==> src/rtl/ssm_pkg.sv <==
package ssm_pkg;

  typedef enum logic [1:0] {
    SEQ_DISCH = 2'd0,
    SEQ_CLAMP = 2'd1,
    SEQ_RAMP  = 2'd2,
    SEQ_RUN   = 2'd3
  } seq_state_e;

endpackage

==> src/rtl/ssm_rst_sync.sv <==
module ssm_rst_sync #(
  parameter int STAGES = 2
) (
  input  logic clk,
  input  logic rst_n,
  output logic rst_sync_n
);

  logic [STAGES-1:0] chain_q;
  logic [STAGES-1:0] chain_d;

  always_comb begin
    chain_d = {chain_q[STAGES-2:0], 1'b1};
  end

  always_ff @(posedge clk or negedge rst_n) begin
    if (!rst_n) begin
      chain_q <= '0;
    end else begin
      chain_q <= chain_d;
    end
  end

  assign rst_sync_n = chain_q[STAGES-1];

endmodule

==> src/rtl/ssm_startup.sv <==
module ssm_startup
  import ssm_pkg::*;
#(
  parameter int CLAMP_SAMPLES = 1000,
  parameter int RAMP_W        = 14,
  parameter int RAMP_MAX      = 10000
) (
  input  logic              clk,
  input  logic              rst_sync_n,
  input  logic              sample_stb,
  output seq_state_e        state_o,
  output logic [RAMP_W-1:0] ramp_o
);

  localparam int CW = $clog2(CLAMP_SAMPLES + 1);
  localparam logic [CW-1:0]     DLY_LAST  = CW'(CLAMP_SAMPLES - 1);
  localparam logic [RAMP_W-1:0] RAMP_LAST = RAMP_W'(RAMP_MAX - 1);

  seq_state_e        state_q, state_d;
  logic [CW-1:0]     dly_q, dly_d;
  logic [RAMP_W-1:0] ramp_q, ramp_d;

  always_comb begin
    state_d = state_q;
    dly_d   = dly_q;
    ramp_d  = ramp_q;
    case (state_q)
      SEQ_DISCH: begin
        state_d = SEQ_CLAMP;
        dly_d   = '0;
        ramp_d  = '0;
      end
      SEQ_CLAMP: begin
        if (sample_stb) begin
          if (dly_q == DLY_LAST) begin
            state_d = SEQ_RAMP;
            dly_d   = '0;
          end else begin
            dly_d = dly_q + CW'(1);
          end
        end
      end
      SEQ_RAMP: begin
        if (sample_stb) begin
          ramp_d = ramp_q + RAMP_W'(1);
          if (ramp_q == RAMP_LAST) begin
            state_d = SEQ_RUN;
          end
        end
      end
      default: begin
        state_d = SEQ_RUN;
      end
    endcase
  end

  always_ff @(posedge clk or negedge rst_sync_n) begin
    if (!rst_sync_n) begin
      state_q <= SEQ_DISCH;
      dly_q   <= '0;
      ramp_q  <= '0;
    end else begin
      state_q <= state_d;
      dly_q   <= dly_d;
      ramp_q  <= ramp_d;
    end
  end

  assign state_o = state_q;
  assign ramp_o  = ramp_q;

endmodule

==> src/rtl/ssm_idle_det.sv <==
module ssm_idle_det #(
  parameter int DW           = 24,
  parameter int IDLE_SAMPLES = 8192
) (
  input  logic          clk,
  input  logic          rst_sync_n,
  input  logic          sample_stb,
  input  logic [DW-1:0] left_smp,
  input  logic [DW-1:0] right_smp,
  output logic          idle_o
);

  localparam int IW = $clog2(IDLE_SAMPLES + 1);
  localparam logic [IW-1:0] RUN_FULL = IW'(IDLE_SAMPLES);

  logic          left_static;
  logic          right_static;
  logic          frame_idle;
  logic [IW-1:0] run_q, run_d;

  always_comb begin
    left_static  = (&left_smp)  | ~(|left_smp);
    right_static = (&right_smp) | ~(|right_smp);
    frame_idle   = left_static & right_static;
    run_d        = run_q;
    if (sample_stb) begin
      if (!frame_idle) begin
        run_d = '0;
      end else if (run_q != RUN_FULL) begin
        run_d = run_q + IW'(1);
      end
    end
  end

  always_ff @(posedge clk or negedge rst_sync_n) begin
    if (!rst_sync_n) begin
      run_q <= '0;
    end else begin
      run_q <= run_d;
    end
  end

  assign idle_o = (run_q == RUN_FULL);

endmodule

==> src/rtl/softstart_mute_seq.sv <==
module softstart_mute_seq
  import ssm_pkg::*;
#(
  parameter int DW            = 24,
  parameter int CLAMP_SAMPLES = 1000,
  parameter int RAMP_W        = 14,
  parameter int RAMP_MAX      = 10000,
  parameter int IDLE_SAMPLES  = 8192
) (
  input  logic              clk,
  input  logic              rst_n,
  input  logic              sample_stb,
  input  logic              ratio_err,
  input  logic [DW-1:0]     left_smp,
  input  logic [DW-1:0]     right_smp,
  output logic              clamp_en_o,
  output logic [RAMP_W-1:0] ramp_code_o,
  output logic              audio_en_o,
  output logic              discharge_o,
  output logic              mute_o
);

  logic       rst_sync_n;
  seq_state_e seq_state;
  logic       idle_run;

  ssm_rst_sync #(
    .STAGES (2)
  ) u_rst_sync (
    .clk        (clk),
    .rst_n      (rst_n),
    .rst_sync_n (rst_sync_n)
  );

  ssm_startup #(
    .CLAMP_SAMPLES (CLAMP_SAMPLES),
    .RAMP_W        (RAMP_W),
    .RAMP_MAX      (RAMP_MAX)
  ) u_startup (
    .clk        (clk),
    .rst_sync_n (rst_sync_n),
    .sample_stb (sample_stb),
    .state_o    (seq_state),
    .ramp_o     (ramp_code_o)
  );

  ssm_idle_det #(
    .DW           (DW),
    .IDLE_SAMPLES (IDLE_SAMPLES)
  ) u_idle (
    .clk        (clk),
    .rst_sync_n (rst_sync_n),
    .sample_stb (sample_stb),
    .left_smp   (left_smp),
    .right_smp  (right_smp),
    .idle_o     (idle_run)
  );

  always_comb begin
    clamp_en_o  = (seq_state == SEQ_CLAMP);
    audio_en_o  = (seq_state == SEQ_RUN);
    discharge_o = (seq_state == SEQ_DISCH);
    mute_o      = (seq_state != SEQ_RUN) | ratio_err | idle_run;
  end

endmodule

==> config.mk <==
export PLATFORM = sky130hd
export DESIGN_NAME = softstart_mute_seq
export DESIGN_NICKNAME = d
export VERILOG_FILES = /design/src/rtl/ssm_pkg.sv /design/src/rtl/ssm_rst_sync.sv /design/src/rtl/ssm_startup.sv /design/src/rtl/ssm_idle_det.sv /design/src/rtl/softstart_mute_seq.sv
export SDC_FILE = /design/constraint.sdc
export NUM_CORES = 1
export LEC_CHECK = 0
export BUFFER_PORTS_ARGS = -buffer_cell sky130_fd_sc_hd__buf_4
export CELL_PAD_IN_SITES_DETAIL_PLACEMENT = 1
export CELL_PAD_IN_SITES_GLOBAL_PLACEMENT = 1
export CORE_ASPECT_RATIO = 0.7
export CORE_MARGIN = 1.5
export CORE_UTILIZATION = 43
export CTS_BUF_LIST = sky130_fd_sc_hd__clkbuf_4 sky130_fd_sc_hd__clkbuf_8
export DETAILED_ROUTE_END_ITERATION = 16
export GPL_TIMING_DRIVEN = 0
export PLACE_DENSITY_LB_ADDON = 0.12
export RECOVER_POWER = 100
export SETUP_SLACK_MARGIN = 0.15
export SLEW_MARGIN = 20
export SYNTH_ARGS = -nofsm -noshare
export SYNTH_HDL_FRONTEND = slang
export SYNTH_HIERARCHICAL = 1
export SYNTH_SLANG_ARGS = --single-unit
==> constraint.sdc <==
create_clock -name clk -period 3.1 [get_ports clk]
set_input_delay 0 -clock clk [delete_from_list [all_inputs] [get_ports clk]]
set_output_delay 0 -clock clk [all_outputs]
set_load 0.01 [all_outputs]
==> reports/metrics.csv <==
metric,value,unit
max_cap_violations,0,
initial_core_util,0.4453,
clkPwrFrac,0.227,
numCtsBuffers,5,
tightest_slew,1.460,ns
cp_max_fo,8,
ys_seq_area_frac,0.4142,
finalPower,1.675,mW
fin_skew,0.008245,ns
ys.flop_type,dfrtp_1,
die-area,0.006378,mm2
pwr-share-seq,0.482,
cts-root-buf,clkbuf_8,
holdWs,0.03080,ns
avgViaCountPerCell,5.915,
grt_pass1_vias,2651,
comb_power_share,0.291,
firstDrtPassIters,4,
switching_share,0.3662,
io_pins,70,
worstSetupPathType,register to register,
antenna_found_initial,0,
overflow,0,
drive_gt1_frac,0.1899,
cts.clk_slew.worst_paths,0.09,ns
ff_latch_area,0.001051,mm2
portBuffers,69,
multi_input_area,0.001386,mm2
synthesis.instances,279,
postCtsSetupBuffers,0,
grt_setup_unrepaired,false,
post_cts_resized,0,
ant_nets,0,
syn_nets,335,
arrival,2.28,ns
synth_top_area_share,0.4142,
drt_iter0_drc,122,
power_leakage,1.312,nW
slew_violations,0,
ys_warn_count,6,
hold_class,input port to asynchronous set/reset pin,
min_period,2.081,ns
avgSynthCellArea,9.095,um2
setup_ws,1.019,ns
grt_pass1_wl,12.54,mm
p_switching,0.6133,mW
status,completed,
fill_cells,693,
htree_num_levels,2,
fp.coreArea,0.005698,mm2
fin_crit_sh,0.6714,
setup_tns,0,ns
dp_slack,1.065,ns
async_flop_share,1.000,
power.internal,1.061,mW
wl_per_cell,17.49,um
drc,0,
finalWirelength,7.574,mm
synth.area.top_cells,"dfrtp_1 41%, nand4_1 5.2%, nor4_1 4.7%",
hpwl,5.987,mm
synth_seq_cells,42,
nets,413,
die_x,94.82,um
start_kind,register,
grtUsageTotal,0.2513,
num_vias,2561,
num_antenna_cells,0,
slew_headroom,0.02694,
clock_latency,0.30,ns
gp_congestion,0.7843,
cts_max_path_buffers,2,
fin_area,0.003156,mm2
peakVddDrop,303.5,uV
grt_max_degree,27,
yosys.area.top_type,dfrtp_1,
placedInstanceArea,0.003171,mm2
syn_to_final_growth,24.36,%
synth.most_common_cell,dfrtp_1,
cts.sinks,42,
required,3.30,ns
clock.fmax,480.4,MHz
power.density,530.7,mW/mm2
hold_viol_final,0,
synth_area,0.002537,mm2
cts_tree,done,
synth_edf_count,0,
setup_viol,0,
die_y,67.27,um
synth_cell_types,51,
rows,23,
cp-end-kind,register,
yosys-top-cells-count,"42 x dfrtp_1, 26 x nor2_1, 22 x nand2_1, 21 x nand4_1, 19 x nor4_1",
[repair_timing]
action / 4_1_cts / 5_1_grt
setup endpoints to repair: 0 / 0
hold endpoints to repair: 2 / 0
hold buffers: 1 / 0
[registers in the layout (all words and copies together), names as in the netlist]
signal,count
u_startup/dly_q,10
u_startup/ramp_o,14
u_startup/state_o,2
u_idle/run_q,14
u_rst_sync/chain_q,2
[final cells by class]
cell class                 count  share of cell area
multi-input combinational    219              0.4393
tap                           75             0.02974
clock inverter                 2            0.003965
clock buffer                   6             0.02617
inverter                      10             0.01190
timing repair buffer          71              0.1459
buffer                         8            0.009913
sequential                    42              0.3331
[worst paths after layout]
| path | startpoint | endpoint | slack (ns) | depth (start not counted) |
|---|---|---|---|---|
| worst min register to register | u_rst_sync/chain_q[1]$_DFF_PN0_ | u_idle/run_q[4]$_DFFE_PN0P_ | 0.25 | 0 |
| worst max-delay path | u_startup/state_o[0]$_DFFE_PN0P_ | u_startup/ramp_o[11]$_DFFE_PN0P_ | 1.02 | 4 |
| min in group clk | sample_stb | u_idle/run_q[8]$_DFFE_PN0P_ | 0.16 | 3 |
| worst min-delay path | rst_n | u_rst_sync/chain_q[1]$_DFF_PN0_ | 0.03 | 2 |
| worst max register to register | u_startup/state_o[0]$_DFFE_PN0P_ | u_startup/ramp_o[11]$_DFFE_PN0P_ | 1.02 | 4 |
| max in group asynchronous | u_rst_sync/chain_q[1]$_DFF_PN0_ | u_idle/run_q[10]$_DFFE_PN0P_ | 1.11 | 1 |
[layout by cell type, fill, tap and decap left out, types with 4 or more instances in the layout]
cell	count
nand2_1	22
ha_1	4
xnor2_1	11
o21ai_0	5
nand3_1	7
clkbuf_8	6
o21ai_1	8
nor2b_1	9
a22o_1	10
dfrtp_1	42
nor2_1	27
o31ai_1	4
or4_1	4
a41o_1	4
nor3_1	9
clkbuf_1	25
and3_1	11
a31oi_1	5
a21oi_1	5
nand4_1	21
buf_4	49
nor4_1	19
inv_1	10
[through the flow]
stage,cells,utilization
floorplan,279,-
global placement,423,0.5527
detailed placement,424,0.5564
CTS,433,0.5749
global route,433,0.5538
finish,433,0.5538
[power by group through the flow]
stage	combinational, mW	clock [mW]	sequential (mW)
3_5_place_dp	0.527	0	0.819
3_3_place_gp	0.480	0	0.816
5_1_grt	0.545	0.412	0.827
6_report	0.488	0.379	0.808
2_1_floorplan	0.296	0	0.795
4_1_cts	0.532	0.390	0.808
[per-layer routing]
layer / track usage / share of wire / up-vias
met2: 0.4107 / 0.47 / 62
met3: 0.05293 / 0.040 / 6
met1: 0.3405 / 0.48 / 1276
met5: 0 / 0 / -
li1: - / - / 1217
met4: 0.06343 / 0.0078 / 0
[critical path: stages (launching register included)]
cell	delay (ns)
dfrtp_1	0.48
nand2b_1	0.25
nor3_1	0.80
a31oi_1	0.20
a41o_1	0.25
[cell families after synthesis]
logic type,count (synthesis),synth area share
AO/OA/AOI/OAI,53,0.1509
XOR/XNOR,11,0.03797
adder cells (fa/ha/maj),4,0.01972
buffers and inverters,18,0.03008
flip-flops,42,0.4142
multiplexers,2,0.008382
other,1,0.001478
AND/OR/NAND/NOR,148,0.3373
Note: power is estimated with default switching activity, not from simulation.
